File: config.mk
export PLATFORM = sky130hd
export DESIGN_NAME = usb_ep_ctrl
export DESIGN_NICKNAME = d
export VERILOG_FILES = /design/src/rtl/usb_epctl_pkg.sv /design/src/rtl/epctl_regfile.sv /design/src/rtl/epctl_handshake.sv /design/src/rtl/epctl_irqseq.sv /design/src/rtl/usb_ep_ctrl.sv
export SDC_FILE = /design/constraint.sdc
export NUM_CORES = 1
export LEC_CHECK = 0
export ABC_AREA = 1
export BUFFER_PORTS_ARGS = -buffer_cell sky130_fd_sc_hd__buf_2
export CAP_MARGIN = 40
export CORE_MARGIN = 4
export CORE_UTILIZATION = 36
export CTS_CLUSTER_SIZE = 16
export DETAILED_ROUTE_END_ITERATION = 6
export MAX_ROUTING_LAYER = met4
export PLACE_DENSITY_LB_ADDON = 0.3
export SYNTH_ARGS = -nofsm -noshare
export SYNTH_HDL_FRONTEND = slang
export SYNTH_SLANG_ARGS = --single-unit
File: constraint.sdc
create_clock -name clk -period 2 [get_ports clk]
set_clock_uncertainty 0.2 [all_clocks]
set_input_delay 0.2 -clock clk [delete_from_list [all_inputs] [get_ports clk]]
set_output_delay 0.2 -clock clk [all_outputs]
set_load 0.1 [all_outputs]
File: src/rtl/usb_epctl_pkg.sv
package usb_epctl_pkg;

   typedef enum logic [1:0] {
      HS_DATA  = 2'd0,
      HS_ACK   = 2'd1,
      HS_NAK   = 2'd2,
      HS_STALL = 2'd3
   } hs_e;

   localparam int unsigned B_ACT   = 11;
   localparam int unsigned B_NAK   = 12;
   localparam int unsigned B_STALL = 13;
   localparam int unsigned B_SNAK  = 16;
   localparam int unsigned B_CNAK  = 17;
   localparam int unsigned B_DIS   = 20;
   localparam int unsigned B_ENA   = 21;
   localparam int unsigned TOP_BIT = B_ENA;

   typedef struct packed {
      logic ena;
      logic dis;
      logic nak;
      logic stall;
      logic act;
   } ctl_s;

   localparam int unsigned N_IRQ  = 3;
   localparam int unsigned IRQ_SU = 0;
   localparam int unsigned IRQ_XF = 1;
   localparam int unsigned IRQ_DI = 2;

endpackage

File: src/rtl/epctl_regfile.sv
module epctl_regfile
   import usb_epctl_pkg::*;
#(
   parameter int unsigned DATA_W = 32,
   parameter int unsigned MPS_W  = 11,
   parameter bit          IS_EP0 = 1'b0
) (
   input  logic              clk,
   input  logic              rst_n,
   input  logic              wr,
   input  logic [DATA_W-1:0] wdata,
   input  logic              core_set_nak,
   input  logic              hw_clr_ena,
   output ctl_s              ctl,
   output logic [MPS_W-1:0]  mps_raw
);

   logic ena_q, dis_q, nak_q, stall_q;
   logic nak_set, nak_clr;

   assign nak_set = core_set_nak | (wr & wdata[B_SNAK]);
   assign nak_clr = wr & wdata[B_CNAK];

   always_ff @(posedge clk) begin
      if (!rst_n) begin
         ena_q   <= 1'b0;
         dis_q   <= 1'b0;
         nak_q   <= 1'b0;
         stall_q <= 1'b0;
      end else begin
         if (hw_clr_ena)
            ena_q <= 1'b0;
         else if (wr && wdata[B_ENA])
            ena_q <= 1'b1;

         if (hw_clr_ena)
            dis_q <= 1'b0;
         else if (wr && wdata[B_DIS] && ena_q)
            dis_q <= 1'b1;

         if (nak_set)
            nak_q <= 1'b1;
         else if (nak_clr)
            nak_q <= 1'b0;

         if (wr)
            stall_q <= wdata[B_STALL];
      end
   end

   generate
      if (IS_EP0) begin : g_ctl_ep
         logic [1:0] code_q;
         always_ff @(posedge clk) begin
            if (!rst_n)
               code_q <= 2'b00;
            else if (wr)
               code_q <= wdata[1:0];
         end
         assign mps_raw = {{(MPS_W-2){1'b0}}, code_q};
         assign ctl.act = 1'b1;
      end else begin : g_gen_ep
         logic [MPS_W-1:0] size_q;
         logic             act_q;
         always_ff @(posedge clk) begin
            if (!rst_n) begin
               size_q <= '0;
               act_q  <= 1'b0;
            end else if (wr) begin
               size_q <= wdata[MPS_W-1:0];
               act_q  <= wdata[B_ACT];
            end
         end
         assign mps_raw = size_q;
         assign ctl.act = act_q;
      end
   endgenerate

   assign ctl.ena   = ena_q;
   assign ctl.dis   = dis_q;
   assign ctl.nak   = nak_q;
   assign ctl.stall = stall_q;

   logic wdata_unused;
   assign wdata_unused = ^wdata;

endmodule

File: src/rtl/epctl_handshake.sv
module epctl_handshake
   import usb_epctl_pkg::*;
(
   input  logic clk,
   input  logic rst_n,
   input  logic tok_valid,
   input  logic tok_setup,
   input  logic fifo_has_data,
   input  ctl_s ctl,
   output logic hs_valid,
   output hs_e  hs_code
);

   hs_e decide;

   always_comb begin
      if (tok_setup)
         decide = HS_ACK;
      else if (ctl.stall)
         decide = HS_STALL;
      else if (ctl.nak || !ctl.ena || !fifo_has_data)
         decide = HS_NAK;
      else
         decide = HS_DATA;
   end

   always_ff @(posedge clk) begin
      if (!rst_n) begin
         hs_valid <= 1'b0;
         hs_code  <= HS_NAK;
      end else begin
         hs_valid <= tok_valid;
         if (tok_valid)
            hs_code <= decide;
      end
   end

   logic act_unused;
   assign act_unused = ctl.act ^ ctl.dis;

endmodule

File: src/rtl/epctl_irqseq.sv
module epctl_irqseq
   import usb_epctl_pkg::*;
#(
   parameter int unsigned IRQ_GAP = 1
) (
   input  logic             clk,
   input  logic             rst_n,
   input  logic             setup_done,
   input  logic             xfer_done,
   input  logic             ena,
   input  logic             dis,
   output logic             clr_ena,
   output logic [N_IRQ-1:0] irq
);

   logic [N_IRQ-1:0] ev;

   always_comb begin
      ev         = '0;
      ev[IRQ_SU] = setup_done;
      ev[IRQ_XF] = xfer_done;
      ev[IRQ_DI] = ena & dis;
   end

   assign clr_ena = |ev;

   logic [N_IRQ-1:0] stage [IRQ_GAP+1];

   assign stage[0] = ev;

   for (genvar g = 0; g < IRQ_GAP; g++) begin : g_lag
      logic [N_IRQ-1:0] q;
      always_ff @(posedge clk) begin
         if (!rst_n)
            q <= '0;
         else
            q <= stage[g];
      end
      assign stage[g+1] = q;
   end

   logic [N_IRQ-1:0] out_q;
   always_ff @(posedge clk) begin
      if (!rst_n)
         out_q <= '0;
      else
         out_q <= stage[IRQ_GAP];
   end

   assign irq = out_q;

endmodule

File: src/rtl/usb_ep_ctrl.sv
module usb_ep_ctrl
   import usb_epctl_pkg::*;
#(
   parameter int unsigned DATA_W  = 32,
   parameter int unsigned MPS_W   = 11,
   parameter bit          IS_EP0  = 1'b1,
   parameter int unsigned IRQ_GAP = 1
) (
   input  logic              clk,
   input  logic              rst_n,
   input  logic              reg_wr,
   input  logic [DATA_W-1:0] reg_wdata,
   output logic [DATA_W-1:0] reg_rdata,
   input  logic              tok_valid,
   input  logic              tok_setup,
   input  logic              fifo_has_data,
   input  logic              core_set_nak,
   input  logic              setup_done,
   input  logic              xfer_done,
   output logic              hs_valid,
   output logic [1:0]        hs_code,
   output logic [MPS_W-1:0]  mps_bytes,
   output logic              irq_setup_done,
   output logic              irq_xfer_done,
   output logic              irq_ep_disabled
);

   initial begin
      if (DATA_W <= TOP_BIT)
         $error("usb_ep_ctrl: DATA_W too small for control word");
      if (MPS_W < 7 || MPS_W > B_ACT)
         $error("usb_ep_ctrl: MPS_W must lie in 7..11");
      if (IRQ_GAP < 1)
         $error("usb_ep_ctrl: IRQ_GAP must be at least 1");
   end

   ctl_s             ctl;
   logic [MPS_W-1:0] mps_raw;
   logic             clr_ena;
   logic [N_IRQ-1:0] irq;
   hs_e              hs_dec;

   epctl_regfile #(
      .DATA_W (DATA_W),
      .MPS_W  (MPS_W),
      .IS_EP0 (IS_EP0)
   ) u_regs (
      .clk          (clk),
      .rst_n        (rst_n),
      .wr           (reg_wr),
      .wdata        (reg_wdata),
      .core_set_nak (core_set_nak),
      .hw_clr_ena   (clr_ena),
      .ctl          (ctl),
      .mps_raw      (mps_raw)
   );

   epctl_handshake u_hs (
      .clk           (clk),
      .rst_n         (rst_n),
      .tok_valid     (tok_valid),
      .tok_setup     (tok_setup),
      .fifo_has_data (fifo_has_data),
      .ctl           (ctl),
      .hs_valid      (hs_valid),
      .hs_code       (hs_dec)
   );

   epctl_irqseq #(
      .IRQ_GAP (IRQ_GAP)
   ) u_irq (
      .clk        (clk),
      .rst_n      (rst_n),
      .setup_done (setup_done),
      .xfer_done  (xfer_done),
      .ena        (ctl.ena),
      .dis        (ctl.dis),
      .clr_ena    (clr_ena),
      .irq        (irq)
   );

   assign hs_code         = hs_dec;
   assign irq_setup_done  = irq[IRQ_SU];
   assign irq_xfer_done   = irq[IRQ_XF];
   assign irq_ep_disabled = irq[IRQ_DI];

   generate
      if (IS_EP0) begin : g_dec_ctl
         localparam logic [MPS_W-1:0] MAX_BYTES = MPS_W'(64);
         assign mps_bytes = MAX_BYTES >> mps_raw[1:0];
      end else begin : g_dec_raw
         assign mps_bytes = mps_raw;
      end
   endgenerate

   always_comb begin
      reg_rdata              = '0;
      reg_rdata[MPS_W-1:0]   = mps_raw;
      reg_rdata[B_ACT]       = ctl.act;
      reg_rdata[B_NAK]       = ctl.nak;
      reg_rdata[B_STALL]     = ctl.stall;
      reg_rdata[B_DIS]       = ctl.dis;
      reg_rdata[B_ENA]       = ctl.ena;
   end

endmodule

==> flow_summary.ini, run 1 <==
[hold_path]
min_path_type = primary input to flip-flop

[sta]
setup_tns_ps = 0
finalHoldViolCount = 0
setup-violations-final = 0
period_minus_slack_ps = 1660
grt_setup_unrepaired = false
fmax_mhz = 601
maxSlewViolCount = 0
fin_crit_sh_pct = 83.1
holdWs_ps = 28.8

[floorplanning]
die_h_um = 55.9
start_util_pct = 37.7
fp.coreArea_um2 = 2190
num_rows = 17
io_pins = 90
die_w_um = 55.9
dieArea_um2 = 3130

[synth]
syn_area_per_cell_um2 = 7.45
synth.most_common_cell = buf_4
synthTopCellsByArea = dfxtp_1 36%, buf_4 34%, inv_1 7.7%
yosys_warnings = 0
ys_ff_latch = 15
ys_seq_area_share_pct = 36.3
yosysTopAreaCellShare_pct = 36.3
ys_types = 12
synth_top_area_cell = dfxtp_1
synth-edff-count = 0
synthFlopType = dfxtp_1
syn_inst = 111
syn_area_um2 = 827
synthTopCellsByCount = 37 x buf_4, 17 x inv_1, 16 x nand2_1
async_flop_share_pct = 0

[clock_tree]
clock_latency_ps = 270
postCtsSetupBuffers = 0
cts.clk_slew.worst_paths_ps = 80
clock_path_buffers = 2
htreeDepth = 1
cts_sinks = 15
cts_tree = built
cts_root_buf = clkbuf_4
cts_made_buffers = 3

[global_routing]
top_usage_layer = met2
grt_pass1_vias = 566
grt_max_degree = 14
grtUsageTotal_pct = 9.27
use_met2_pct = 16.0
met1_usage_pct = 10.4
antenna_found_initial = 0
grtUsageMet3_pct = 3.02
grt_pass1_wl_mm = 2.26
grt_overflow_total = 0

[setup_path]
worst-r2r-cell-count = 4
crit_end = mps_bytes[4]
reg2reg_slack_ps = 560
startpoint = u_regs.g_ctl_ep.code_q[1]$_SDFFE_PN0P_
slowest_stage = buf_2
cp.buffers_inverters = 2
endpoint_kind = output pin
r2r_start = u_regs.ena_q$_SDFFE_PP0P_
crit_type = flip-flop to output pin
required_ps = 1600
critical_path.top_delay_family = buffers and inverters
critPathMaxFanout = 5
worstSetupStartpointType = flip-flop
max_stage_delay_ps = 420
cp_cell_sequence = inv_1 -> nor2_4 -> buf_2
cp_num_cells = 3
cp_data_arrival_time_ps = 1260
r2r_end = u_hs.hs_code[1]$_SDFFE_PN1P_

[place]
hpwlAfterDp_mm = 1.19
portBuffers = 31
place_area_um2 = 865
gp_congestion = 0.734

[detailed_routing]
drt_iter0_drc = 18
drc = 0
drtPass1Iterations = 2
wl_per_cell_um = 8.39
avgViaCountPerCell = 3.70
vias = 663
wl_mm = 1.50
ant_nets = 0

[outcome]
status = finished clean

[finish]
fillers = 236
areaGrowthSynthToFinish_pct = 22.4
nNetsFinal = 193
n_antenna_cell = 0
final_cell_area_um2 = 1010
layout-drive-gt1-share_pct = 26.5

[power]
power.total_mw = 0.973
p_leak_nw = 0.611
p_per_area_nw_per_um2 = 961
ir_worst_vdd_uv = 415

[flow_run]
maxCapViolCount = 0
logic make-up (layout without fill, tap and decap cells):
family / after synthesis / count (layout) / synth area share, %
buffers and inverters: 55 / 64 / 42.7
AND/OR/NAND/NOR: 27 / 27 / 12.9
flip-flops: 15 / 15 / 36.3
AO/OA/AOI/OAI: 12 / 12 / 7.26
other: 2 / 33 / 0.908
metrics by stage:
step / worst slack [ps] / util, % / instances
after floorplan: 187 / - / 142
after global placement: 656 / 39.5 / 163
after detailed placement: 639 / 39.5 / 163
after CTS: 320 / 46.2 / 179
after global routing: 263 / 46.2 / 179
final: 337 / 46.2 / 179
layout by cell type, fill, tap and decap left out:
master,n
clkbuf_4,3
nand4_1,1
nor2_4,2
dfxtp_2,2
nor2_1,5
dlygate4sd3_1,12
o21ai_1,3
inv_1,17
dfxtp_1,13
a21oi_1,8
buf_2,31
nand3_1,2
o21ai_0,1
clkinv_2,1
nand2_1,16
nor2_2,1
conb_1,33
how the worst min path moves through the flow:
stage / from / endpoint / slack [ps] / cells after the start
6_report: reg_wdata[20] / u_regs.dis_q$_SDFFE_PP0P_ / 30 / 5
5_1_grt: rst_n / u_irq.irq[2]$_SDFF_PN0_ / 50 / 3
4_1_cts: reg_wdata[20] / u_regs.dis_q$_SDFFE_PP0P_ / 20 / 5
3_5_place_dp: u_irq.g_lag[0].q[2]$_SDFF_PN0_ / u_irq.irq[2]$_SDFF_PN0_ / 200 / 2
3_3_place_gp: u_irq.g_lag[0].q[1]$_SDFF_PN0_ / u_irq.irq[1]$_SDFF_PN0_ / 190 / 2
2_1_floorplan: tok_valid / u_hs.hs_valid$_SDFF_PN0_ / 90 / 2
routing by layer:
metal | vias to the layer above | part of all wire, %
li1 | 343 | -
met1 | 275 | 38
met2 | 43 | 47
met3 | 2 | 14
met4 | 0 | 0.40
met5 | - | 0
flip-flops by register name, indices dropped and copies added (netlist names):
signal	cells
u_regs.stall_q	1
u_hs.hs_code	2
u_regs.g_ctl_ep.code_q	2
u_irq.g_lag.q	3
u_regs.dis_q	1
u_regs.nak_q	1
u_regs.ena_q	1
u_hs.hs_valid	1
u_irq.irq	3
final cells by class:
cell class,instances,area [um2],share of cell area [%]
clock buffers,3,22.5,2.22
clock inverters,1,5.00,0.494
multi-input cells,72,308,30.4
well taps,28,35.0,3.46
inverters,17,63.8,6.30
repair buffers,43,275,27.2
flip-flops and latches,15,303,29.9
power by group:
part | switching (mW) | internal, mW
sequential | 0.0107 | 0.313
clock | 0.0927 | 0.0741
combinational | 0.432 | 0.0500
total | 0.535 | 0.437
worst register-to-register path: cells and delay by family, from the launching register on:
kind	cells	cell delay [ps]
AND/OR/NAND/NOR	3	200
buffers and inverters	1	530
flip-flops	1	410
repair_timing:
action                    4_1_cts  5_1_grt
resized for setup               0        0
hold buffers                   12        0
hold endpoints to repair        9        0
Note: power is estimated with default switching activity, not from simulation.
==> run 2: changes to the inputs <==
Settings changed: ABC_AREA 1 to 0, CORE_UTILIZATION 36 to 33.
Clock period 2 ns to 1.55 ns, I/O delays scaled along.
==> run 2 against run 1 <==
Against the previous run:
- critical path depth shrank 2
- cell area grew 6.6%
- largest cell class unchanged
- total power grew 28%
- first-iteration DRC count shrank 72%
- critical path type unchanged
- non-clock buffer count grew 1
- core utilization grew 1.2 points
- die area grew 5.9%
- synthesized area shrank 2.0%
- global-route usage shrank 0.19 points
==> flow_summary.ini, run 2 <==
[setup_path]
cp_cell_sequence = buf_2
cp.buffers_inverters = 1
worstSetupStartpointType = flip-flop
worst-r2r-cell-count = 2
crit_type = flip-flop to output pin
max_stage_delay_ps = 460
reg2reg_slack_ps = 490
r2r_end = u_hs.hs_code[1]$_SDFFE_PN1P_
critPathMaxFanout = 5
r2r_start = u_regs.stall_q$_SDFFE_PN0P_
endpoint_kind = output pin
required_ps = 1190
cp_data_arrival_time_ps = 1130
slowest_stage = buf_2
critical_path.top_delay_family = buffers and inverters

[global_routing]
grt_overflow_total = 0
antenna_found_initial = 0
grt_pass1_wl_mm = 2.28
grt_max_degree = 15
grtUsageTotal_pct = 9.08
grt_pass1_vias = 543

[sta]
fin_ws_ps = 62.5
period_minus_slack_ps = 1490
setup-violations-final = 0
finalHoldViolCount = 0
fin_crit_sh_pct = 96.0
setup_tns_ps = 0
fmax_mhz = 672
holdWs_ps = 18.5
grt_setup_unrepaired = false
maxSlewViolCount = 0

[hold_path]
hold_depth = 3
min_path_type = primary input to flip-flop
min_to = u_hs.hs_code[0]$_SDFFE_PN0P_
min_from = rst_n

[clock_tree]
postCtsSetupBuffers = 0
cts_made_buffers = 3
clock_latency_ps = 280
cts_sinks = 15
cts.clk_slew.worst_paths_ps = 90
htreeDepth = 1
clock_path_buffers = 2
cts_tree = built
cts_root_buf = clkbuf_4

[place]
place_area_um2 = 926
preCtsSetupSlack_ps = 275
portBuffers = 31
gp_congestion = 0.741
hpwlAfterDp_mm = 1.20
dp.cells = 140

[detailed_routing]
ant_nets = 0
drt_iter0_drc = 5
drc = 0
avgViaCountPerCell = 3.72
vias = 580
wl_mm = 1.54
wl_per_cell_um = 9.85
drtPass1Iterations = 4

[synth]
async_flop_share_pct = 0
synth_compound_area_share_pct = 8.33
synth_top_family_by_area = buffers and inverters
synth_adder_area_share_pct = 0
ys_ff_latch = 15
synthFlopType = dfxtp_1
syn_inst = 88
synthXorXnorAreaFrac_pct = 0
ys_seq_area_share_pct = 37.0
syn_area_um2 = 811
syn_area_per_cell_um2 = 9.21
synthTopCellsByArea = dfxtp_1 37%, buf_4 34%, and2_1 5.4%
synth_top_area_cell = dfxtp_1
synthSimpleGateAreaFrac_pct = 14.0
synthTopCellsByCount = 37 x buf_4, 15 x dfxtp_1, 7 x and2_1
yosysTopAreaCellShare_pct = 37.0
muxShareOfSynthArea_pct = 3.70
synth.most_common_cell = buf_4
synth-edff-count = 0
ys_types = 20
yosys_warnings = 0

[finish]
n_antenna_cell = 0
final_common_cell = conb_1
fillers = 215
layout-drive-gt1-share_pct = 33.6
fin_cells = 156
areaGrowthSynthToFinish_pct = 33.0
final_cell_area_um2 = 1080
mostFrequentLayoutCells = 33 x conb_1, 25 x buf_2, 13 x dfxtp_1
fin_util_pct = 47.4
nNetsFinal = 170

[power]
power.total_mw = 1.25
p_leak_nw = 0.549
ir_worst_vdd_uv = 490
p_per_area_nw_per_um2 = 1160

[floorplanning]
fp.coreArea_um2 = 2280
die_w_um = 57.6
io_pins = 90
start_util_pct = 35.6
num_rows = 17
die_h_um = 57.6
dieArea_um2 = 3310

[flow_run]
maxCapViolCount = 0

[outcome]
status = finished clean
run 2: changes by cell type after synthesis, sizes merged, moves of 2 or more:
cell / change
a21oi: -5
o21ai: -3
inv: -16
mux2i: +3
and2: +7
nand2: -16
a211oi: +2
nand3: -2
nor2: -6
nor2b: +5
run 2: power breakdown:
group / switching [mW] / total [mW] / internal, mW
Combinational: 0.535 / 0.619 / 0.0845
Sequential: 0.0129 / 0.415 / 0.402
Clock: 0.117 / 0.213 / 0.0956
run 2: final cells by class:
| type | instances | area, um2 | area share (%) |
|---|---|---|---|
| Sequential cell | 15 | 305 | 28.3 |
| Clock buffer | 3 | 22.5 | 2.09 |
| Multi-Input combinational cell | 64 | 359 | 33.3 |
| Timing Repair Buffer | 44 | 348 | 32.3 |
| Tap cell | 28 | 35.0 | 3.25 |
| Clock inverter | 1 | 5.00 | 0.464 |
| Inverter | 1 | 3.75 | 0.348 |
run 2: worst max path at each step:
stage                     slack (ps)  depth (start not counted)                         to                                   start
final                             60                          1              reg_rdata[20]               u_regs.dis_q$_SDFFE_PP0P_
after global routing              20                          1              reg_rdata[20]               u_regs.dis_q$_SDFFE_PP0P_
after CTS                          3                          1               reg_rdata[1]  u_regs.g_ctl_ep.code_q[1]$_SDFFE_PN0P_
after detailed placement         280                          3  u_regs.ena_q$_SDFFE_PP0P_                                   rst_n
after global placement           250                          3  u_regs.ena_q$_SDFFE_PP0P_                                   rst_n
after floorplan                 -170                          1               mps_bytes[4]  u_regs.g_ctl_ep.code_q[1]$_SDFFE_PN0P_
run 2: repair_timing:
item                                   CTS  global route
hold buffers                            12             0
gates resized for setup                  0             2
setup endpoints to repair                0             2
endpoints found under the hold margin   11             0
run 2: cell families (layout without fill, tap and decap cells):
family	count (synthesis)	after routing
buf+inv	40	49
simple gates	18	18
flops	15	15
compound gates	10	10
mux	3	3
other cells	2	33
run 2: metal layers:
layer / GRT usage (%) / part of all wire (%)
met4: 2.98 / 0
met1: 10.8 / 38
met5: - / 0
met3: 2.04 / 14
met2: 15.0 / 48
run 2: tightest hold or removal path, cell delays in order:
cell	delay, ps
buf_2	160
o21ai_0	90
a21oi_1	40
